File: config.mk
export PLATFORM = sky130hd
export DESIGN_NAME = atomic_reg_unit
export DESIGN_NICKNAME = d
export VERILOG_FILES = /design/src/rtl/atomic_reg_pkg.sv /design/src/rtl/atomic_reg_arbiter.sv /design/src/rtl/atomic_reg_ctrl.sv /design/src/rtl/atomic_reg_datapath.sv /design/src/rtl/atomic_reg_unit.sv
export SDC_FILE = /design/constraint.sdc
export NUM_CORES = 1
export LEC_CHECK = 0
export CORE_MARGIN = 10
export CORE_UTILIZATION = 38
export CTS_BUF_LIST = sky130_fd_sc_hd__clkbuf_16
export CTS_CLUSTER_DIAMETER = 80
export CTS_CLUSTER_SIZE = 20
export DETAILED_ROUTE_END_ITERATION = 10
export GPL_TIMING_DRIVEN = 0
export PLACE_DENSITY = 0.89
export SYNTH_ARGS = -nofsm -noshare
export SYNTH_HDL_FRONTEND = slang
export SYNTH_SLANG_ARGS = --single-unit
File: constraint.sdc
create_clock -name clk -period 5.1 [get_ports clk]
set_input_delay 1.275 -clock clk [delete_from_list [all_inputs] [get_ports clk]]
set_output_delay 1.275 -clock clk [all_outputs]
set_load 0.03 [all_outputs]
File: src/rtl/atomic_reg_pkg.sv
package atomic_reg_pkg;

  localparam int OP_W = 3;

  localparam logic [OP_W-1:0] OP_READ  = 3'd0;
  localparam logic [OP_W-1:0] OP_WRITE = 3'd1;
  localparam logic [OP_W-1:0] OP_TAS   = 3'd2;
  localparam logic [OP_W-1:0] OP_SWAP  = 3'd3;
  localparam logic [OP_W-1:0] OP_FADD  = 3'd4;
  localparam logic [OP_W-1:0] OP_CAS   = 3'd5;

  typedef enum logic [1:0] {
    SRC_ONE = 2'd0,
    SRC_OPA = 2'd1,
    SRC_SUM = 2'd2,
    SRC_OPB = 2'd3
  } srcSel_e;

  // Strobes from control to datapath
  typedef struct packed {
    logic    fire;     // an operation is accepted this cycle
    logic    load;     // update the register
    srcSel_e src;      // next-value source
    logic    hideOld;  // return 0 instead of the old value
    logic    flag;     // compare-and-swap success
  } ctrlStrobe_t;

endpackage

File: src/rtl/atomic_reg_arbiter.sv
module atomic_reg_arbiter #(
  parameter int NUM_REQ = 4,
  localparam int ID_W = (NUM_REQ > 1) ? $clog2(NUM_REQ) : 1
) (
  input  logic [NUM_REQ-1:0] reqValid,
  output logic [NUM_REQ-1:0] grant,
  output logic [ID_W-1:0]    grantId,
  output logic               anyGrant
);

  always_comb begin
    grant    = '0;
    grantId  = '0;
    anyGrant = 1'b0;
    for (int i = 0; i < NUM_REQ; i++) begin
      if (reqValid[i] && !anyGrant) begin
        grant[i] = 1'b1;
        grantId  = ID_W'(i);
        anyGrant = 1'b1;
      end
    end
  end

endmodule

File: src/rtl/atomic_reg_ctrl.sv
module atomic_reg_ctrl
  import atomic_reg_pkg::*;
(
  input  logic            fire,
  input  logic [OP_W-1:0] op,
  input  logic            cmpEq,
  output ctrlStrobe_t     strobe
);

  always_comb begin
    strobe         = '0;
    strobe.fire    = fire;
    strobe.src     = SRC_OPA;
    unique case (op)
      OP_WRITE: begin
        strobe.load    = fire;
        strobe.hideOld = 1'b1;
      end
      OP_TAS: begin
        strobe.load = fire;
        strobe.src  = SRC_ONE;
      end
      OP_SWAP: strobe.load = fire;
      OP_FADD: begin
        strobe.load = fire;
        strobe.src  = SRC_SUM;
      end
      OP_CAS: begin
        strobe.load    = fire & cmpEq;
        strobe.src     = SRC_OPB;
        strobe.hideOld = 1'b1;
        strobe.flag    = cmpEq;
      end
      default: ;  // read and unassigned codes: no update
    endcase
  end

endmodule

File: src/rtl/atomic_reg_datapath.sv
module atomic_reg_datapath
  import atomic_reg_pkg::*;
#(
  parameter int DATA_W = 16,
  parameter int ID_W   = 2
) (
  input  logic              clk,
  input  logic              rstN,
  input  ctrlStrobe_t       strobe,
  input  logic [ID_W-1:0]   grantId,
  input  logic [DATA_W-1:0] opA,
  input  logic [DATA_W-1:0] opB,
  output logic [DATA_W-1:0] curValue,
  output logic              cmpEq,
  output logic              rspValid,
  output logic [ID_W-1:0]   rspId,
  output logic [DATA_W-1:0] rspOld,
  output logic              rspFlag
);

  logic [DATA_W-1:0] nextValue;

  assign cmpEq = (curValue == opA);

  always_comb begin
    unique case (strobe.src)
      SRC_ONE: nextValue = DATA_W'(1);
      SRC_OPA: nextValue = opA;
      SRC_SUM: nextValue = curValue + opA;
      default: nextValue = opB;
    endcase
  end

  always_ff @(posedge clk) begin
    if (!rstN) begin
      curValue <= '0;
      rspValid <= 1'b0;
      rspId    <= '0;
      rspOld   <= '0;
      rspFlag  <= 1'b0;
    end else begin
      if (strobe.load) curValue <= nextValue;
      rspValid <= strobe.fire;
      if (strobe.fire) begin
        rspId   <= grantId;
        rspOld  <= strobe.hideOld ? '0 : curValue;
        rspFlag <= strobe.flag;
      end
    end
  end

endmodule

File: src/rtl/atomic_reg_unit.sv
module atomic_reg_unit
  import atomic_reg_pkg::*;
#(
  parameter int DATA_W  = 16,
  parameter int NUM_REQ = 4,
  localparam int ID_W = (NUM_REQ > 1) ? $clog2(NUM_REQ) : 1
) (
  input  logic                      clk,
  input  logic                      rstN,
  input  logic [NUM_REQ-1:0]        reqValid,
  input  logic [NUM_REQ*OP_W-1:0]   reqOp,
  input  logic [NUM_REQ*DATA_W-1:0] reqOpA,
  input  logic [NUM_REQ*DATA_W-1:0] reqOpB,
  output logic [NUM_REQ-1:0]        reqGrant,
  output logic                      rspValid,
  output logic [ID_W-1:0]           rspId,
  output logic [DATA_W-1:0]         rspOld,
  output logic                      rspFlag
);

  logic [ID_W-1:0]   grantId;
  logic              anyGrant;
  logic [OP_W-1:0]   selOp;
  logic [DATA_W-1:0] selA;
  logic [DATA_W-1:0] selB;
  logic [DATA_W-1:0] curValue;
  logic              cmpEq;
  ctrlStrobe_t       strobe;

  atomic_reg_arbiter #(.NUM_REQ(NUM_REQ)) uArb (
    .reqValid(reqValid),
    .grant(reqGrant),
    .grantId(grantId),
    .anyGrant(anyGrant)
  );

  assign selOp = reqOp[grantId*OP_W +: OP_W];
  assign selA  = reqOpA[grantId*DATA_W +: DATA_W];
  assign selB  = reqOpB[grantId*DATA_W +: DATA_W];

  atomic_reg_ctrl uCtrl (
    .fire(anyGrant),
    .op(selOp),
    .cmpEq(cmpEq),
    .strobe(strobe)
  );

  atomic_reg_datapath #(.DATA_W(DATA_W), .ID_W(ID_W)) uDp (
    .clk(clk),
    .rstN(rstN),
    .strobe(strobe),
    .grantId(grantId),
    .opA(selA),
    .opB(selB),
    .curValue(curValue),
    .cmpEq(cmpEq),
    .rspValid(rspValid),
    .rspId(rspId),
    .rspOld(rspOld),
    .rspFlag(rspFlag)
  );

endmodule

# == After elaboration in Yosys (flattened, before gate mapping) ==
# Cells that the tools add are included.
# W data, S select, Z words.
# word_totals
ff_bits,36
output_inout_bits,24
# classes
n_reduce_logical,9
mul,1
shift,3
n_bitwise,1
mux,16
n_eq_ne,8
n_addsub,1
# ops
cell,n
$shiftx A64 B7 Y16,2
$pmux W16 S3,1
$add A16 B16 Y16,1
$eq A16 B16 Y1,1
$mux W16,1
$shiftx A12 B5 Y3,1
$mux W1,10
$eq A3 B2 Y1 const B,2
$eq A3 B3 Y1 const B,2
$pmux W2 S3,1
$mul A2 B2 Y4 const B,1
$mux W2,2
$reduce_or A4 Y1,1
$eq A3 B1 Y1 const B,1
$logic_and A1 B1 Y1,3
$logic_not A1 Y1,3
$eq A2 B1 Y1 const B,1
$eq A2 B2 Y1 const B,1
$logic_not A2 Y1,1
$pmux W1 S2,1
$reduce_or A2 Y1,1
$and A1 B1 Y1,1

# == Depth between registers and ports, before layout ==
# Gate-level depths: netlist of the first run.
# depth
depth_word,16
ltp_mapped,17
mapped_depth_nobuf,14

# == Modules after synthesis ==
# Synthesis of the first run repeated with hierarchy kept, for this count alone.
# hier_totals
hier_cells,375
area_unflattened_um2,3542.1
# by_module_without_submodules
mod,cells_each,area_per_inst_um2,n_inst,seq_area_each_um2
atomic_reg_datapath,312,2511.2,1,720.7
atomic_reg_unit,43,898.4,1,0.0
atomic_reg_ctrl,9,71.3,1,0.0
atomic_reg_arbiter,11,61.3,1,0.0

# == Least setup slack after synthesis of the first run ==
# Ideal clock, no wire load.
# synth_timing
path_kind,input-to-reg
startpoint,input reqValid[2]
endpoint,register uDp.curValue[3]
setup_slack_ps,243
cell_stages,14
path_buffers,3
arrival_ps,4787
required_time_ps,5030
path_cell_list,buf_2 > nand2b_1 > a21oi_1 > buf_2 > buf_4 > mux2i_1 > o21ai_0 > ha_1 > or4_1 > nor4_1 > nand3_1 > o22a_1 > or4_1 > a21oi_1
# synth_between
elab_chain_cells,11
# synth_lines
element,line_no,text
start: declaration,atomic_reg_unit.sv:10,"input logic [NUM_REQ-1:0] reqValid,"
$logic_and A1 B1 Y1 (*),atomic_reg_arbiter.sv:16,if (reqValid[i] && !anyGrant) begin
$mux W1,atomic_reg_arbiter.sv:16,
$logic_not A1 Y1,atomic_reg_arbiter.sv:16,
$logic_and A1 B1 Y1,atomic_reg_arbiter.sv:16,
$mux W2,atomic_reg_arbiter.sv:16,
$mul A2 B2 Y4,atomic_reg_unit.sv:37,assign selOp = reqOp[grantId*OP_W +: OP_W];
$shiftx A12 B5 Y3,atomic_reg_unit.sv:37,
$eq A3 B3 Y1 or $eq A3 B2 Y1 (tied branches),atomic_reg_ctrl.sv:14,unique case (op)
$pmux W2 S3,atomic_reg_ctrl.sv:14,
$eq A2 B2 Y1 (tied with other cells),atomic_reg_datapath.sv:26,unique case (strobe.src)
$pmux W16 S3,atomic_reg_datapath.sv:26,
end signal: assignment,atomic_reg_datapath.sv:42,if (strobe.load) curValue <= nextValue;
end: declaration,atomic_reg_datapath.sv:13,"output logic [DATA_W-1:0] curValue,"
# Mark *: on every way between the ends. The rest lies on a longest branch, timed or not.
# A chain may end at the register's enable or synchronous reset.

# == Worst setup path in the final report of the first run ==
# layout_timing
startpoint,input reqValid[2]
endpoint,register uDp.curValue[15]
# Same word-level chain as after synthesis.

==> results of run 1 <==
## critical path: stages
cell             delay, ns
clkdlybuf4s50_1       0.46
buf_4                 0.20
nand2b_4              0.15
a21oi_4               0.22
buf_4                 0.14
mux2_2                0.32
a222oi_1              0.31
buf_4                 0.20
inv_1                 0.07
ha_4                  0.29
a211oi_1              0.08
o21bai_1              0.31
o2111ai_2             0.21
a211oi_2              0.37
nor4_1                0.13
nor4_1                0.43
a31o_2                0.23
## synthesized netlist by cell type, types with 3 or more instances
cell type   n  area share
a22oi_1    28       0.060
nor2_1     34       0.036
nand3_1    12       0.017
o21ai_0    26       0.037
or3_1       4      0.0071
nor4b_1     3      0.0075
buf_6       3      0.0096
nand2b_1    3      0.0054
dfxtp_1    36        0.21
a21oi_1    38       0.054
nand2_1    35       0.037
xor2_1      6       0.015
and2_1      4      0.0071
a31oi_1     5      0.0089
a21o_1      4      0.0086
a311o_1     3      0.0086
o211ai_1    4      0.0086
a211o_1     4       0.010
ha_1       18       0.064
o2111ai_1   7       0.017
nor2b_1     4      0.0071
a211oi_1    7       0.015
clkbuf_1   20       0.021
o22ai_1    26       0.046
o21a_1      4      0.0086
xnor2_1     5       0.012
inv_1      11       0.012
nor4_1      8       0.014
mux2i_1    26       0.074
or4_1       5       0.011
buf_2      10       0.014
o22a_1      6       0.015
nor3_1      5      0.0071
## timing repair
action                                  in CTS  in global routing
endpoints found under the setup margin      17                 17
hold buffers                                 0                  0
buffers inserted                             6                 10
pin swaps                                    4                  8
gates resized for setup                     35                 40
## registers in the layout (all words and copies together) (netlist names)
name	cells
uDp.curValue	16
uDp.rspOld	16
uDp.rspId	2
uDp.rspValid	1
uDp.rspFlag	1
## kinds of logic after synthesis
group | count (synthesis)
AO/OA/AOI/OAI | 187
XOR/XNOR | 11
flip-flops | 36
multiplexers | 28
AND/OR/NAND/NOR | 129
adder cells (fa/ha/maj) | 19
buffers and inverters | 47
## report_power, final
part	switching, W	internal, W
combinational	0.000343	0.000317
sequential	0.0000266	0.000309
clock	0.000121	0.000228
total	0.000490	0.000854
## routing by layer
metal  up-vias  track usage  wire, um
li1       2160            -         -
met1      2251        0.284      6440
met2       305        0.427      8680
met3        87       0.0568      1450
met4         0        0.112      1010
met5         -            0         0
## metrics by stage
| step | hold slack, ns | cells | setup TNS, ns |
|---|---|---|---|
| 3_5_place_dp | 0.448 | 733 | -16.53 |
| 2_1_floorplan | 0.449 | 457 | 0 |
| 3_3_place_gp | 0.443 | 733 | -15.20 |
| 4_1_cts | 0.456 | 747 | 0 |
| 5_1_grt | 0.496 | 757 | -0.235 |
| 6_report | 0.451 | 757 | -0.0636 |
## path summary, 6_finish.rpt
path	start	to	slack, ns	cells after the start
setup / recovery	reqValid[2]	uDp.curValue[15]	-0.06	17
hold / removal	uDp.rspOld[1]	uDp.rspOld[1]	0.45	2
setup reg to reg	uDp.curValue[5]	uDp.curValue[3]	2.36	7
hold reg to reg	uDp.rspOld[1]	uDp.rspOld[1]	0.45	2
## final cells by class
cell class              instances  area (sq um)
repair buffers                184          1810
fillers                       749          3010
plain buffers                  36           239
clock inverters                 3          38.8
clock buffers                   5           125
inverters                      11          41.3
flip-flops and latches         36           721
well taps                     108           135
multi-input cells             374          2740
==> run_results.csv, run 1 <==
group,metric,value,unit
synth,syn_nets,622,
finish,layout_commonest_cell,"clkdlybuf4s50_1",
clock_network,root_buffer,"clkbuf_16",
floorplanning,ios,170,
synth,synthFlopType,"dfxtp_1",
floorplanning,initial_core_util,0.396,
finish,syn2layout_area_growth,66.6,%
floorplanning,coreArea,8850,sq um
clock_network,clk_latency,0.28,ns
pwr,powerDensity,230,nW/um^2
grt,grt_max_degree,12,
routing,antenna_left,0,
timing,max-slew-margin-rel,0.408,
floorplanning,rows,34,
clock_network,cts_tree,"done",
placed_design,preCtsSetupSlack,-1.17,ns
synth,synth.distinct_cells,66,
synth,synthMuxAreaShare,0.0807,
run,maxCapViolations,0,
finish,stdcell_area,5840,sq um
run_status,failed_checks,"negative setup slack",
timing,worst_pin_slew,0.880,ns
clock_network,path_clk_slew,0.06,ns
pwr,power_leakage,2.22,nW
grt,grt_pass1_vias,4708,
pwr,p_total,0.00134,W
finish,drive_gt1_frac,0.125,
clock_network,cts_sinks,36,
timing,grt_setup_unrepaired,"yes",
synth,syn_area_per_cell,7.67,sq um
timing,setup_viol,1,
synth,yosysSeqAreaShare,0.206,
worst_setup_path,cp.required,5.33,ns
synth,ys_seq_elements,36,
synth,synth_compound_area_frac,0.371,
timing,hold_viol,0,
worst_setup_path,worstSetupPathType,"input pin to flip-flop",
timing,skew,0.00589,ns
routing,drtIter0Drc,644,
routing,drc,0,
routing,routedWlPerCell,23.2,um
routing,dr.pass1.iters,5,
synth,synthXorXnorAreaFrac,0.0275,
worst_setup_path,end_kind,"flip-flop",
routing,vias,4803,
timing,min_period,5.16,ns
floorplanning,dieArea,13500,sq um
pwr,vdd_drop_max,195,uV
timing,finalCritPeriodShare,1.01,
synth,syn_area,3510,sq um
placed_design,dpl.hpwl,13600,um
run_status,status,"finished, violations left",
grt,antenna_found_initial,0,
routing,viasPerCell,6.34,
synth,synth_enable_flop_cells,0,
finish,final_util,0.660,
grt,grt_pass1_wl,26100,um
worst_setup_path,cp.arrival,5.39,ns
synth,ys.warnings.count,0,
timing,clock.fmax,0.194,GHz
synth,synth-adder-area-share,0.0700,
placed_design,postPlaceCellArea,5320,sq um
synth,synth-simple-area-share,0.183,
timing,finalWorstSetupSlack,-0.0636,ns
clock_network,cts.path.max_buffers,2,
finish,nets,813,
worst_setup_path,start_kind,"input pin",
placed_design,io_buffers,168,
worst_hold_path,hp-class,"flip-flop to flip-flop",
timing,finalMaxSlewViolations,0,
worst_setup_path,critPathMaxFanout,10,
placed_design,place_congestion,0.957,
floorplanning,die_h,116,um
grt,track_usage,0.247,
synth,syn_inst,457,
finish,final_cell_mix,"clkdlybuf4s50_1, a21oi_1, dfxtp_1",
synth,postSynth.asyncResetShare,0,
synth,synth_top_family_by_area,"compound AO/OA/AOI/OAI gates",
grt,grt-ovfl-total,0,
floorplanning,die_x,116,um
clock_network,cts_buffers,5,
finish,antennaDiodeCount,0,
routing,totalWireLength,17600,um
clock_network,htreeDepth,2,
(Power assumes the default switching activity.)
==> run 2, diff against run 1 <==
ABC_AREA = 1   (was default)
CORE_UTILIZATION = 39   (was 38)
HOLD_SLACK_MARGIN = 0.03   (was default)
==> run 2 against run 1 <==
  * The flow now finishes without violations
  * Clock power down 19%
  * Critical endpoint is now uDp.curValue[9]
  * Final area shrank 0.54%
  * Largest power group unchanged
  * Die area up 4.5%
  * Sequential power is essentially flat
  * Non-clock buffer count down 14
  * Register-to-register slack better by 0.40 ns
  * Clock-buffer cell count unchanged
  * Sequential share of layout area increased by 0.066 points
  * Synthesized cell count rose by 46%
  * Largest cell class unchanged
  * Synthesized area up 8.2%
  * Via count increased by 9.2%
  * Maximum frequency is 7.0% higher
==> run_results.csv, run 2 <==
group,metric,value,unit
run_status,status,"finished clean",
clock_network,cts_resized,1,
floorplanning,dieArea,14100,sq um
finish,final_cell_mix,"nand2_1, clkdlybuf4s50_1, nor2_1",
clock_network,root_buffer,"clkbuf_16",
worst_hold_path,whs_path_depth,2,
finish,fillers,894,
timing,finalMaxSlewViolations,0,
worst_setup_path,end_kind,"flip-flop",
floorplanning,initial_core_util,0.405,
grt,grt-ovfl-total,0,
worst_setup_path,crit_slowest_cell,"clkdlybuf4s50_1",
synth,synth_compound_area_frac,0.209,
finish,antennaDiodeCount,0,
clock_network,path_clk_slew,0.05,ns
synth,postSynth.asyncResetShare,0,
clock_network,cts_buffers,5,
finish,nets,1009,
timing,clock.fmax,0.207,GHz
synth,synth.distinct_cells,40,
synth,synth_area_leaders,"nand2_1, dfxtp_1, o21ai_0",
worst_setup_path,critical_path_buf_inv_count,6,
grt,antenna_found_initial,0,
worst_setup_path,cp-startpoint,"reqValid[1]",
timing,finalWorstSetupSlack,0.274,ns
timing,hold_viol,0,
clock_network,cts_sinks,36,
grt,grt_max_degree,11,
synth,synthMuxAreaShare,0,
synth,ys_seq_elements,36,
worst_hold_path,min_from,"uDp.rspId[0]",
synth,syn_nets,833,
worst_setup_path,r2r_setup_slack,2.76,ns
run,maxCapViolations,0,
floorplanning,die_h,119,um
synth,ys.warnings.count,0,
clock_network,clk_latency,0.28,ns
worst_hold_path,hold_end,"uDp.rspId[0]",
synth,synthFlopType,"dfxtp_1",
placed_design,io_buffers,169,
worst_setup_path,cp.required,5.30,ns
placed_design,place_congestion,1.01,
clock_network,cts_hold_buf,0,
timing,setup_viol,0,
timing,min_period,4.83,ns
timing,hold_ws,0.459,ns
pwr,power_leakage,2.57,nW
clock_network,htreeDepth,2,
worst_setup_path,reg2reg_to,"uDp.curValue[8]",
routing,vias,5244,
placed_design,preCtsSetupSlack,-0.280,ns
grt,track_usage,0.230,
routing,viasPerCell,5.38,
worst_setup_path,critPathTopFamily,"simple AND/OR/NAND/NOR gates",
timing,skew,0.00265,ns
clock_network,postCtsSetupRepairBufs,0,
synth,yosysTopAreaCellShare,0.191,
routing,routedWlPerCell,17.4,um
worst_setup_path,cpPeakStageDelay,0.53,ns
synth,synth-adder-area-share,0.0647,
placed_design,dpl.hpwl,14200,um
synth,yosysSeqAreaShare,0.190,
worst_setup_path,cp.depth,18,
grt,grtUsageMet1,0.281,
synth,yosysMostFrequentCell,"nand2_1",
grt,met3_usage,0.0471,
worst_setup_path,cp.arrival,5.02,ns
synth,synth_enable_flop_cells,0,
synth,syn_area_per_cell,5.68,sq um
routing,dr.pass1.iters,6,
finish,syn2layout_area_growth,53.2,%
finish,reg_top3,"uDp.curValue (16), uDp.rspOld (16), uDp.rspId (2)",
routing,antenna_left,0,
floorplanning,coreArea,9370,sq um
worst_setup_path,critPathMaxFanout,10,
worst_setup_path,reg2reg_from,"uDp.curValue[0]",
timing,grt_setup_unrepaired,"no",
pwr,powerDensity,216,nW/um^2
synth,syn_area,3790,sq um
synth,synth_top_area_cell,"nand2_1",
timing,max-slew-margin-rel,0.580,
synth,synthXorXnorAreaFrac,0.00924,
synth,synth_top_family_by_area,"simple AND/OR/NAND/NOR gates",
synth,syn_inst,668,
timing,worst_pin_slew,0.630,ns
worst_setup_path,start_kind,"input pin",
pwr,vdd_drop_max,154,uV
floorplanning,die_x,119,um
grt,top_usage_layer,"met2",
worst_hold_path,hp-class,"flip-flop to flip-flop",
clock_network,cts_tree,"done",
synth,yosys-top-cells-count,"nand2_1, nor2_1, o21ai_0, nand3_1, a21oi_1",
floorplanning,rows,35,
clock_network,cts.path.max_buffers,2,
routing,drtIter0Drc,506,
worst_setup_path,ff2ff_path_depth,13,
grt,grtUsageMet2,0.402,
routing,totalWireLength,17000,um
routing,drc,0,
worst_setup_path,worstSetupPathType,"input pin to flip-flop",
finish,layout_commonest_cell,"nand2_1",
grt,grt_pass1_vias,5038,
floorplanning,ios,170,
timing,finalCritPeriodShare,0.946,
worst_setup_path,path_cells,"clkdlybuf4s50_1 > inv_1 > nor2_2 > inv_2 > nand2_4 > buf_2 > buf_2 > nor2_1 > o21ai_1 > ha_1 > nor4_1 > nand4_1 > nor2_1 > nand3_4 > nand2_4 > buf_6 > nand2_1 > a21oi_1",
synth,synth-simple-area-share,0.441,
finish,drive_gt1_frac,0.0615,
grt,grt_pass1_wl,26700,um
## run 2: metal layers
| layer | share of wire | vias to the layer above |
|---|---|---|
| met2 | 0.48 | 254 |
| met4 | 0.024 | 0 |
| met3 | 0.087 | 30 |
| li1 | - | 2582 |
| met5 | 0 | - |
| met1 | 0.41 | 2378 |
## run 2: worst max path at each step
| stage | to | slack, ns |
|---|---|---|
| global placement | uDp.curValue[13] | -0.24 |
| global route | uDp.curValue[6] | 0.002 |
| CTS | uDp.curValue[9] | 0.05 |
| floorplan | uDp.curValue[12] | 1.04 |
| finish | uDp.curValue[9] | 0.27 |
| detailed placement | uDp.curValue[9] | -0.28 |
## run 2: kinds of logic (layout without fill, tap and decap cells)
group                      count (synthesis)  in the layout
buffers and inverters                     78            255
AOI/OAI and AO/OA                        149            149
adders and majority gates                 19             19
DFF                                       36             36
and+or+nand+nor                          382            382
xor gates and xnor gates                   4              4
## run 2: cell type report
cell class              instances  area [sq um]  share of cell area
multi-input cells             554          2770               0.476
inverters                      41           154              0.0265
well taps                     129           161              0.0278
flip-flops and latches         36           721               0.124
clock inverters                 3          11.3             0.00194
plain buffers                  37           180              0.0310
repair buffers                169          1690               0.291
clock buffers                   5           125              0.0215
## run 2: worst min-delay path, cell delays in order (launching register included)
cell,delay (ns)
dfxtp_1,0.30
nand2_1,0.06
a21oi_1,0.05
## run 2: metrics by stage
step	TNS, ns	instances	total power (W)	util	instance area, sq um
finish	0	974	0.00126	0.620	5810
global route	0	974	0.00134	0.620	5810
CTS	0	974	0.00124	0.617	5780
detailed placement	-3.53	966	0.000962	0.602	5650
global placement	-3.33	966	0.000957	0.602	5650
floorplan	0	668	0.000704	-	3790
## run 2: report_power, final
part | internal [W] | switching [W] | leakage (nW) | total, W
Sequential | 0.000310 | 0.0000269 | 0.295 | 0.000337
Combinational | 0.000277 | 0.000361 | 2.20 | 0.000638
Clock | 0.000175 | 0.000107 | 0.0738 | 0.000282
==> run 3, diff against run 2 <==
CELL_PAD_IN_SITES_DETAIL_PLACEMENT = 1   (was default)
CELL_PAD_IN_SITES_GLOBAL_PLACEMENT = 1   (was default)
CORE_UTILIZATION = 25   (was 39)
PLACE_DENSITY = 0.88   (was 0.89)
==> run 3 against run 2 <==
  * Sequential cell count is the same
  * Non-clock buffer count shrank 1
  * Via count grew 1.2%
  * Critical path depth is the same
  * Sequential share of layout area shrank 0.14 points
  * Critical endpoint is now uDp.curValue[15]
  * Largest cell class unchanged
  * Highest routed layer unchanged
==> run_results.csv, run 3 (synthesis gave the netlist of run 2 again) <==
group,metric,value,unit
run_status,status,"finished clean",
routing,routedWlPerCell,19.1,um
clock_network,htreeDepth,2,
clock_network,cts.path.max_buffers,2,
grt,grt_max_degree,20,
grt,grtUsageMet1,0.217,
worst_setup_path,crit_slowest_cell,"clkdlybuf4s50_1",
floorplanning,initial_core_util,0.258,
finish,nets,1008,
floorplanning,rows,44,
placed_design,dp_cells,1021,
worst_setup_path,cpPeakStageDelay,0.54,ns
clock_network,cts_tree,"done",
clock_network,root_buffer,"clkbuf_16",
floorplanning,coreArea,14700,sq um
floorplanning,die_h,143,um
pwr,powerDensity,219,nW/um^2
worst_setup_path,cp.depth,18,
grt,met3_usage,0.0345,
worst_setup_path,ff2ff_path_depth,10,
routing,dr.pass1.iters,5,
worst_setup_path,r2r_setup_slack,2.64,ns
run,maxCapViolations,0,
worst_hold_path,hp-class,"flip-flop to flip-flop",
finish,drive_gt1_frac,0.0628,
pwr,vdd_drop_max,131,uV
clock_network,postCtsSetupRepairBufs,0,
finish,stdcell_count,1028,
worst_setup_path,end_kind,"flip-flop",
routing,drtIter0Drc,349,
routing,antenna_left,0,
worst_setup_path,cp-startpoint,"reqValid[0]",
worst_setup_path,reg2reg_to,"uDp.curValue[15]",
worst_setup_path,cp.arrival,5.10,ns
grt,top_usage_layer,"met2",
routing,viasPerCell,5.16,
finish,syn2layout_area_growth,54.9,%
timing,clock.fmax,0.204,GHz
floorplanning,dieArea,20500,sq um
floorplanning,ios,170,
pwr,power_leakage,2.57,nW
worst_setup_path,critPathMaxFanout,19,
timing,max-slew-margin-rel,0.527,
clock_network,cts_sinks,36,
worst_setup_path,cp.required,5.29,ns
finish,antennaDiodeCount,0,
grt,antenna_found_initial,0,
finish,reg_top3,"uDp.curValue (16), uDp.rspOld (16), uDp.rspId (2)",
worst_setup_path,endpoint,"uDp.curValue[15]",
timing,worst_pin_slew,0.709,ns
worst_setup_path,critPathTopFamily,"simple AND/OR/NAND/NOR gates",
worst_setup_path,start_kind,"input pin",
grt,grt_pass1_wl,29600,um
timing,min_period,4.90,ns
timing,skew,0.00386,ns
worst_setup_path,critical_path_buf_inv_count,6,
routing,drc,0,
routing,totalWireLength,19600,um
grt,grt_pass1_vias,5446,
floorplanning,die_x,143,um
finish,stdcell_area,5880,sq um
clock_network,cts_buffers,5,
finish,layout_commonest_cell,"nand2_1",
timing,hold_viol,0,
pwr,p_total,0.00128,W
placed_design,dpl.hpwl,16900,um
timing,finalMaxSlewViolations,0,
worst_setup_path,reg2reg_from,"uDp.curValue[13]",
grt,grt-ovfl-total,0,
finish,final_cell_mix,"nand2_1, clkdlybuf4s50_1, nor2_1",
worst_setup_path,worstSetupPathType,"input pin to flip-flop",
clock_network,path_clk_slew,0.05,ns
timing,finalCritPeriodShare,0.962,
grt,track_usage,0.183,
routing,vias,5306,
placed_design,io_buffers,169,
timing,setup_viol,0,
placed_design,place_congestion,0.912,
grt,grtUsageMet2,0.329,
worst_setup_path,path_cells,"clkdlybuf4s50_1 > nor2_2 > inv_2 > nand2_4 > inv_2 > buf_6 > buf_2 > o21ai_0 > o21ai_0 > ha_1 > nor4_1 > nand4_1 > nor2_2 > nand3_4 > nand2_4 > buf_6 > nand2_1 > a21oi_1",
clock_network,clk_latency,0.28,ns
placed_design,postPlaceCellArea,5710,sq um
-- run 3: cell types whose count changed in the layout (fill, tap and decap cells not counted), sizes merged --
cell  change
buf       -1
-- run 3: layer usage --
metal  share of wire  routed length, um
met1            0.43               8440
met2            0.49               9560
met3           0.057               1130
met4           0.025                498
met5               0                  0
-- run 3: area by class of cell --
class | count | area (sq um)
Timing Repair Buffer | 169 | 1690
Clock buffer | 5 | 125
Multi-Input combinational cell | 554 | 2760
Inverter | 41 | 154
Buffer | 36 | 183
Fill cell | 1929 | 8820
Sequential cell | 36 | 721
Tap cell | 184 | 230
Clock inverter | 3 | 11.3
-- run 3: worst min path at each step --
stage / cells after the start / slack [ns] / to / startpoint
after global placement: 2 / 0.46 / uDp.rspId[1] / uDp.rspId[1]
after detailed placement: 2 / 0.46 / uDp.rspId[1] / uDp.rspId[1]
after floorplan: 2 / 0.45 / uDp.rspOld[10] / uDp.curValue[10]
after CTS: 2 / 0.46 / uDp.rspId[1] / uDp.rspId[1]
final: 2 / 0.46 / uDp.rspId[1] / uDp.rspId[1]
after global routing: 2 / 0.49 / uDp.rspId[1] / uDp.rspId[1]
-- run 3: where the power goes --
| part | internal, W | leakage [nW] | total [W] | switching, W |
|---|---|---|---|---|
| Clock | 0.000175 | 0.0738 | 0.000286 | 0.000110 |
| Combinational | 0.000277 | 2.20 | 0.000657 | 0.000380 |
| Sequential | 0.000310 | 0.295 | 0.000341 | 0.0000313 |
-- run 3: worst register-to-register path, cell delays in order, from the launching register on --
cell	delay [ns]
dfxtp_1	0.42
ha_1	0.27
clkbuf_1	0.21
nor4_2	0.36
nand4_1	0.22
nor2_2	0.24
nand3_4	0.11
nand2_4	0.14
buf_6	0.16
nand2_1	0.06
a21oi_1	0.18
-- run 3: repair_timing --
action,CTS,global route
hold buffers,0,0
endpoints found under the setup margin,16,16
resized for setup,3,20
-- run 3: metrics by stage --
step	hold WS (ns)	setup WS (ns)	setup TNS, ns	utilization
after floorplan	0.453	1.04	0	-
after global placement	0.456	-0.382	-5.48	0.389
after detailed placement	0.455	-0.483	-6.26	0.389
after CTS	0.463	0.0292	0	0.398
after global routing	0.494	-0.00114	-0.00114	0.400
final	0.462	0.195	0	0.400
